==> config.mk <==
export PLATFORM = sky130hd
export DESIGN_NAME = fcd_decoder
export DESIGN_NICKNAME = d
export VERILOG_FILES = /design/src/rtl/fcd_pkg.sv /design/src/rtl/fcd_match.sv /design/src/rtl/fcd_seq.sv /design/src/rtl/fcd_launch.sv /design/src/rtl/fcd_decoder.sv
export SDC_FILE = /design/constraint.sdc
export NUM_CORES = 1
export LEC_CHECK = 0
export BUFFER_PORTS_ARGS = -buffer_cell sky130_fd_sc_hd__buf_2
export CAP_MARGIN = 5
export CORE_ASPECT_RATIO = 1.2
export CORE_MARGIN = 5
export CORE_UTILIZATION = 40
export DETAILED_ROUTE_END_ITERATION = 10
export PLACE_DENSITY = 0.7
export REMOVE_ABC_BUFFERS = 1
export SYNTH_ARGS = -nofsm -noshare
export SYNTH_HDL_FRONTEND = slang
export SYNTH_SLANG_ARGS = --single-unit
==> constraint.sdc <==
create_clock -name clk -period 1.8 [get_ports clk]
set_input_delay 0.09 -clock clk [delete_from_list [all_inputs] [get_ports clk]]
set_output_delay 0.09 -clock clk [all_outputs]
set_load 0.05 [all_outputs]
==> src/rtl/fcd_pkg.sv <==
package fcd_pkg;

  localparam int CMD_AW = 15;
  localparam int CMD_DW = 8;

  localparam logic [CMD_AW-1:0] ADR_UNLK_A  = 15'h5555;
  localparam logic [CMD_AW-1:0] ADR_UNLK_B  = 15'h2AAA;
  localparam logic [CMD_AW-1:0] ADR_QRY_ONE = 15'h0055;

  localparam logic [CMD_DW-1:0] CODE_KEY_A = 8'hAA;
  localparam logic [CMD_DW-1:0] CODE_KEY_B = 8'h55;
  localparam logic [CMD_DW-1:0] CODE_PGM   = 8'hA0;
  localparam logic [CMD_DW-1:0] CODE_ERASE = 8'h80;
  localparam logic [CMD_DW-1:0] CODE_CHIP  = 8'h10;
  localparam logic [CMD_DW-1:0] CODE_SECT  = 8'h30;
  localparam logic [CMD_DW-1:0] CODE_BLK   = 8'h50;
  localparam logic [CMD_DW-1:0] CODE_IDENT = 8'h90;
  localparam logic [CMD_DW-1:0] CODE_QUERY = 8'h98;
  localparam logic [CMD_DW-1:0] CODE_LEAVE = 8'hF0;

  typedef enum logic [2:0] {
    S_IDLE, S_UNL1, S_UNL2, S_PGM_ARM, S_ERA1, S_ERA2, S_ERA3
  } seq_t;

  typedef enum logic [1:0] { M_ARRAY, M_IDENT, M_QUERY } mode_t;

  typedef enum logic [2:0] { OP_NONE, OP_PROG, OP_SECT, OP_BLK, OP_CHIP } op_t;

  typedef struct packed {
    logic at_a;
    logic at_b;
    logic at_q;
    logic k_aa;
    logic k_55;
    logic k_a0;
    logic k_80;
    logic k_10;
    logic k_30;
    logic k_50;
    logic k_90;
    logic k_98;
    logic k_f0;
  } hit_t;

endpackage

==> src/rtl/fcd_match.sv <==
module fcd_match
  import fcd_pkg::*;
(
  input  logic [CMD_AW-1:0] cmd_addr,
  input  logic [CMD_DW-1:0] cmd_data,
  output hit_t              hit
);

  always_comb begin
    hit.at_a = (cmd_addr == ADR_UNLK_A);
    hit.at_b = (cmd_addr == ADR_UNLK_B);
    hit.at_q = (cmd_addr == ADR_QRY_ONE);
    hit.k_aa = (cmd_data == CODE_KEY_A);
    hit.k_55 = (cmd_data == CODE_KEY_B);
    hit.k_a0 = (cmd_data == CODE_PGM);
    hit.k_80 = (cmd_data == CODE_ERASE);
    hit.k_10 = (cmd_data == CODE_CHIP);
    hit.k_30 = (cmd_data == CODE_SECT);
    hit.k_50 = (cmd_data == CODE_BLK);
    hit.k_90 = (cmd_data == CODE_IDENT);
    hit.k_98 = (cmd_data == CODE_QUERY);
    hit.k_f0 = (cmd_data == CODE_LEAVE);
  end

endmodule

==> src/rtl/fcd_seq.sv <==
module fcd_seq
  import fcd_pkg::*;
(
  input  logic  clk,
  input  logic  rst,
  input  logic  fire,
  input  hit_t  hit,
  output op_t   op_evt,
  output mode_t mode_q
);

  seq_t  st_q, st_n;
  mode_t md_n;

  always_comb begin
    st_n   = st_q;
    md_n   = mode_q;
    op_evt = OP_NONE;
    if (fire) begin
      // default outcome of any step is an abort to array read
      st_n = S_IDLE;
      md_n = M_ARRAY;
      case (st_q)
        S_IDLE: begin
          if (hit.at_a && hit.k_aa) begin
            st_n = S_UNL1;
            md_n = mode_q;
          end else if (hit.at_q && hit.k_98) begin
            md_n = M_QUERY;
          end
        end
        S_UNL1: begin
          if (hit.at_b && hit.k_55) begin
            st_n = S_UNL2;
            md_n = mode_q;
          end
        end
        S_UNL2: begin
          if (hit.at_a) begin
            if (hit.k_a0) begin
              st_n = S_PGM_ARM;
              md_n = mode_q;
            end else if (hit.k_80) begin
              st_n = S_ERA1;
              md_n = mode_q;
            end else if (hit.k_90) begin
              md_n = M_IDENT;
            end else if (hit.k_98) begin
              md_n = M_QUERY;
            end
          end
        end
        S_PGM_ARM: op_evt = OP_PROG;
        S_ERA1: begin
          if (hit.at_a && hit.k_aa) begin
            st_n = S_ERA2;
            md_n = mode_q;
          end
        end
        S_ERA2: begin
          if (hit.at_b && hit.k_55) begin
            st_n = S_ERA3;
            md_n = mode_q;
          end
        end
        S_ERA3: begin
          if (hit.at_a && hit.k_10)  op_evt = OP_CHIP;
          else if (hit.k_30)         op_evt = OP_SECT;
          else if (hit.k_50)         op_evt = OP_BLK;
        end
        default: st_n = S_IDLE;
      endcase
    end
  end

  always_ff @(posedge clk) begin
    if (rst) begin
      st_q   <= S_IDLE;
      mode_q <= M_ARRAY;
    end else begin
      st_q   <= st_n;
      mode_q <= md_n;
    end
  end

endmodule

==> src/rtl/fcd_launch.sv <==
module fcd_launch
  import fcd_pkg::*;
#(
  parameter int ADDR_W   = 19,
  parameter int DATA_W   = 16,
  parameter int SECT_LSB = 11,
  parameter int BLK_LSB  = 15
) (
  input  logic              clk,
  input  logic              rst,
  input  op_t               op_evt,
  input  logic [ADDR_W-1:0] src_addr,
  input  logic [DATA_W-1:0] src_data,
  output logic              prog_start,
  output logic              sect_erase_start,
  output logic              blk_erase_start,
  output logic              chip_erase_start,
  output logic [ADDR_W-1:0] tgt_addr,
  output logic [DATA_W-1:0] tgt_data
);

  localparam logic [ADDR_W-1:0] SECT_MASK = ~((ADDR_W'(1) << SECT_LSB) - ADDR_W'(1));
  localparam logic [ADDR_W-1:0] BLK_MASK  = ~((ADDR_W'(1) << BLK_LSB) - ADDR_W'(1));

  logic [ADDR_W-1:0] addr_n;

  always_comb begin
    case (op_evt)
      OP_SECT: addr_n = src_addr & SECT_MASK;
      OP_BLK:  addr_n = src_addr & BLK_MASK;
      OP_CHIP: addr_n = '0;
      default: addr_n = src_addr;
    endcase
  end

  always_ff @(posedge clk) begin
    if (rst) begin
      prog_start       <= 1'b0;
      sect_erase_start <= 1'b0;
      blk_erase_start  <= 1'b0;
      chip_erase_start <= 1'b0;
      tgt_addr         <= '0;
      tgt_data         <= '0;
    end else begin
      prog_start       <= (op_evt == OP_PROG);
      sect_erase_start <= (op_evt == OP_SECT);
      blk_erase_start  <= (op_evt == OP_BLK);
      chip_erase_start <= (op_evt == OP_CHIP);
      if (op_evt != OP_NONE) begin
        tgt_addr <= addr_n;
        tgt_data <= src_data;
      end
    end
  end

endmodule

==> src/rtl/fcd_decoder.sv <==
module fcd_decoder
  import fcd_pkg::*;
#(
  parameter int ADDR_W   = 19,
  parameter int DATA_W   = 16,
  parameter int SECT_LSB = 11,
  parameter int BLK_LSB  = 15
) (
  input  logic              clk,
  input  logic              rst,
  input  logic              wr_en,
  input  logic [ADDR_W-1:0] wr_addr,
  input  logic [DATA_W-1:0] wr_data,
  input  logic              busy,
  output logic              prog_start,
  output logic              sect_erase_start,
  output logic              blk_erase_start,
  output logic              chip_erase_start,
  output logic [ADDR_W-1:0] tgt_addr,
  output logic [DATA_W-1:0] tgt_data,
  output logic              id_mode,
  output logic              query_mode
);

  hit_t  hit;
  op_t   op_evt;
  mode_t mode_q;
  logic  fire;

  assign fire = wr_en && !busy;

  fcd_match u_match (
    .cmd_addr (wr_addr[CMD_AW-1:0]),
    .cmd_data (wr_data[CMD_DW-1:0]),
    .hit      (hit)
  );

  fcd_seq u_seq (
    .clk    (clk),
    .rst    (rst),
    .fire   (fire),
    .hit    (hit),
    .op_evt (op_evt),
    .mode_q (mode_q)
  );

  fcd_launch #(
    .ADDR_W   (ADDR_W),
    .DATA_W   (DATA_W),
    .SECT_LSB (SECT_LSB),
    .BLK_LSB  (BLK_LSB)
  ) u_launch (
    .clk              (clk),
    .rst              (rst),
    .op_evt           (op_evt),
    .src_addr         (wr_addr),
    .src_data         (wr_data),
    .prog_start       (prog_start),
    .sect_erase_start (sect_erase_start),
    .blk_erase_start  (blk_erase_start),
    .chip_erase_start (chip_erase_start),
    .tgt_addr         (tgt_addr),
    .tgt_data         (tgt_data)
  );

  assign id_mode    = (mode_q == M_IDENT);
  assign query_mode = (mode_q == M_QUERY);

endmodule

After elaboration in Yosys (flattened, before gate mapping)
Cells that the tools add are included.

operators by class
  add/subtract/negate cells = 0
  multipliers = 0
  divide/modulo/power cells = 0
  $lt $le $gt $ge = 0
  equality and inequality tests = 29
  shift operators = 0
  multiplexer cells = 24
  bitwise logic cells = 0
  reductions and logical operators = 10

operators with widths
  cell                                                                number
  19-bit one-hot mux with 3 select lines                              1
  8-bit == test (second input constant)                               5
  3-bit 2-to-1 mux                                                    8
  2-bit 2-to-1 mux                                                    11
  8-bit by 7-bit == test with 1-bit output (second input constant)    2
  15-bit by 14-bit == test with 1-bit output (second input constant)  1
  15-bit == test (second input constant)                              1
  15-bit by 7-bit == test with 1-bit output (second input constant)   1
  3-bit one-hot mux with 5 select lines                               1
  3-bit by 2-bit == test with 1-bit output (second input constant)    4
  3-bit == test (second input constant)                               4
  8-bit by 5-bit == test with 1-bit output (second input constant)    1
  8-bit by 6-bit == test with 1-bit output (second input constant)    1
  2-bit one-hot mux with 4 select lines                               1
  3-bit by 1-bit == test with 1-bit output (second input constant)    2
  2-bit inequality test (second input constant)                       3
  3-bit inequality test (second input constant)                       2
  3-bit one-hot mux with 2 select lines                               1
  6-bit AND reduction                                                 1
  1-bit logical AND                                                   5
  3-bit zero test                                                     1
  3-bit nonzero test                                                  1
  2-bit by 1-bit == test with 1-bit output (second input constant)    1
  2-bit == test (second input constant)                               1
  other kinds (3)                                                     3

word-level totals
  bits in registers = 44
  latch bits = 0
  bits in writable memories = 0
  bits in read-only memories = 0
  input bits = 39
  output and inout bits = 41
  logic and storage cells = 71
  memories = 0

Longest topological paths before layout
  depth in word-level cells = 8
  mapped depth = 7

Modules after synthesis
A second synthesis with hierarchy kept.

unflattened totals
  cell total of the unflattened synthesis = 253
  area total of the unflattened synthesis = 2207.1 µm²

by module, submodules not included
  module       times used  cells an instance  area each (µm²)
  fcd_launch   1           171                1506.4
  fcd_seq      1           46                 397.9
  fcd_match    1           33                 281.5
  fcd_decoder  1           3                  21.3

Worst setup path before layout
Ideal clock, no wire load.

  path type = register to register
  start = reg u_seq.st_q[1]
  end = reg u_launch.tgt_addr[10]
  setup time = 117 ps
  data arrival time = 1772 ps
  required time = 1683 ps
  setup slack = -88 ps
  cell stages (with the launch flop) = 8
  buffers on the path = 2
  path through = dfxtp_1 > buf_6 > nand3b_4 > or4_4 > nor4_4 > nor4_4 > buf_6 > a22o_1

between the ends
  word-level cells in the longest chain between the ends = 5
  elaborated cells between the ends (all ways) = 9

RTL lines
  item                                                                              line              source
  start, declared                                                                   fcd_seq.sv:12     seq_t st_q, st_n;
  start signal, assigned                                                            fcd_seq.sv:81     st_q <= st_n;
  3-bit == test / 3-bit by 2-bit == test with 1-bit output (equally long branches)  fcd_seq.sv:23     case (st_q)
  3-bit one-hot mux with 2 select lines (*)                                         fcd_seq.sv:23
  3-bit 2-to-1 mux (*)                                                              fcd_seq.sv:19     if (fire) begin
  3-bit == test / 3-bit by 2-bit == test with 1-bit output (equally long branches)  fcd_launch.sv:28  case (op_evt)
  19-bit one-hot mux with 3 select lines                                            fcd_launch.sv:28
  end signal, assigned                                                              fcd_launch.sv:50  tgt_addr <= addr_n;
  end, declared                                                                     fcd_launch.sv:18  output logic [ADDR_W-1:0] tgt_addr,

Mark *: on every way between the ends. The rest lies on a longest branch, timed or not.
A chain may end at the register's enable or synchronous reset.

Worst setup path in the final report
  start = reg u_seq.st_q[2]
  end = reg u_launch.tgt_addr[5]

The elaborated chain is that of the path after synthesis.

==> run metrics <==
Max stage delay cell, worst path nor4_4; vias per cell slightly above 5; wire per inst between 15 and 20 um; clock sink total 44; RSZ-0062 raised after global routing yes; Total Routing Usage GR 16.8%; H-tree levels 2; Setup violations, final 27; Max Clock Skew around 0.0066 ns; total CTS buffers 5; relative slew slack 64.6%; Most used DFF post-synth dfxtp_1; Internal ~1500 uW; Crit Path Class flip-flop to flip-flop; Die ar. approximately 6800 um2; CP max stage delay between 0.5 and 0.6 ns; worst reg2reg setup slack -0.04 ns; Peak VDD IR 487 uV; CTS max path bufs 2; vias 1979; ant diodes 0; largest fanout on the critical path 9; post-synthesis cell count just over 200; TritonCTS clock tree built; Leak Pwr 0.00146 uW; Remaining DRCs 0; final net count 361; Final Max Slew Viols 0; #FFs+latches synth 44; Placed Area around 2800 um2; Logic pwr share under 10%; Yosys cell types 44; commonest non-fill, non-tap cell in the layout buf_2; first-pass GRT wire length a little over 9000 um; synthesized area per cell between 10 and 15 um2; largest net degree at the start of global routing 25; PnR worst setup slack -0.0352 ns; multi-input gate area in the final layout ~1200 um2; area share of the largest cell type after synthesis 42.1%; vias in the first global route 1939; failing checks negative setup slack; CTS clk-pin slew, worst paths about 0.090 ns; Inst Count DP between 300 and 400; status finished, violations left; Starting Density 41.8%; area of all sequential standard cells roughly 880 um2; Synth area leader dfxtp_1; Tcrit/Tclk final 102%; Antenna Nets Post-Route 0; commonest cells after routing, fill and taps aside buf_2, dfxtp_1, nand2b_1, buf_4, a22o_1; 1st-pass router iterations 4; gr ovfl total 0; die width 76.1 um; clk_lat worst skew roughly 0.3 ns; crit start category flip-flop; worst hold slack 0.00586 ns; initial antenna violation count 0; CP Cell Sequence nor3b_2, nand3b_1, buf_4, nor2_2, nor4_4, clkbuf_16, a22o_1; design area between 2000 and 3000 um2; Reg power frac about half; FP Rows 28; crit end category flip-flop; Area Growth Syn to Fin 42.3%; Post-Syn Area about 2100 um2; core area 5010 um2; largest cells by area after synthesis dfxtp_1, nand2b_1, mux2i_1; fin cells between 300 and 400; total I/O pin count 80; Worst Path Arrival 2.08 ns; Sw Pwr between 400 and 500 uW; Clock Tree Root clkbuf_8; gp weighted congestion 0.897; HPWL Detailed approximately 4400 um; I/O Buffers just under 80; Fmax achieved approximately 540 MHz; Tightest Pin Transition around 0.52 ns; class of the worst hold path primary input to flip-flop; PD cells 660 nW/um2; endpoints failing hold 0; Tmin final about 1.8 ns; max-cap viol count 0; Syn. warnings 0; setup_tns -0.425 ns; ys async rst share 0%; Clock Power Share between 40% and 50%; post-detailed-routing wire length between 5000 and 6000 um; Die Y-Extent ~89 um; Initial DRC Count ~90; register area share after synthesis between 40% and 50%; fill count between 400 and 500; CP required slightly above 2 ns; fraction of layout cells with a size suffix above 1 between 40% and 50%; switch share between 20% and 30%; number of synthesized flops with an enable pin 0
-- cell usage after synthesis, types with 3 or more instances --
library cell / instances
nor3b_1: 5
nand3_1: 4
nor3_1: 6
buf_6: 3
nor2b_1: 5
a21oi_1: 3
nand2b_1: 36
dfxtp_1: 44
nand2_1: 7
nand4_1: 5
mux2i_1: 17
clkbuf_1: 5
nor2_1: 7
a22o_1: 19
o21ai_0: 4
-- stage by stage --
| step | setup WS [ns] | util (%) | total power, uW |
|---|---|---|---|
| after CTS | -0.0435 | 58.3 | 1970 |
| after global routing | -0.114 | 59.5 | 2020 |
| final | -0.0352 | 59.5 | 1970 |
| after detailed placement | -0.211 | 55.1 | 1170 |
| after floorplan | -0.0558 | - | 1050 |
| after global placement | -0.127 | 55.1 | 1160 |
-- worst max-delay path, delay by kind of cell (launching register included) --
kind	cells	cell delay [ns]
flops	1	0.33
compound gates	1	0.14
buf+inv	2	0.41
simple gates	4	0.91
-- kinds of logic (layout without fill, tap and decap cells) --
kind of cell    count (synthesis)  count (layout)  synth area share, %
compound gates                 33              33                 12.2
mux                            18              18                 8.66
simple gates                  101             101                 33.8
buf+inv                        10             126                 2.93
flops                          44              44                 42.1
xor+xnor                        1               1                0.418
-- sequential cells by signal, summed over array words and instances (netlist names) --
register / flops
u_launch.tgt_addr: 19
u_launch.tgt_data: 16
u_seq.st_q: 3
u_seq.mode_q: 2
u_launch.blk_erase_start: 1
u_launch.chip_erase_start: 1
u_launch.prog_start: 1
u_launch.sect_erase_start: 1
-- worst paths after layout --
kind / start / endpoint / cells after the start
worst min-delay path: wr_addr[15] / u_launch.tgt_addr[15] / 2
worst max-delay path: u_seq.st_q[2] / u_launch.tgt_addr[5] / 7
worst max register to register: u_seq.st_q[2] / u_launch.tgt_addr[5] / 7
worst min register to register: u_launch.tgt_addr[18] / u_launch.tgt_addr[18] / 1
-- what timing repair did --
action | CTS | global route
hold endpoints to repair | 2 | 0
hold buffers | 2 | 0
pin swaps | 14 | 5
setup buffers | 2 | 16
resized for setup | 1 | 0
gates cloned | 0 | 2
endpoints found under the setup margin | 35 | 35
-- power groups by stage --
stage,logic (uW),registers [uW],clock network (uW)
floorplan,55.2,995,0
global placement,169,995,0
detailed placement,170,995,0
CTS,175,972,818
global route,204,972,845
finish,187,972,806
-- area by class of cell --
| type | count | area share (%) |
|---|---|---|
| clock buffer | 6 | 2.77 |
| clock inverter | 2 | 1.30 |
| inverter | 1 | 0.126 |
| multi-input combinational | 153 | 38.7 |
| sequential | 44 | 29.6 |
| tap | 60 | 2.52 |
| timing repair buffer | 117 | 25.0 |
-- metal layers --
layer	GRT usage (%)	part of all wire (%)	vias to the layer above	routed length [um]
li1	-	-	983	-
met1	19.4	43	917	2510
met2	30.0	49	70	2840
met3	4.33	6.4	9	375
met4	6.84	1.9	0	110
met5	0	0	-	0
(Power assumes the default switching activity.)
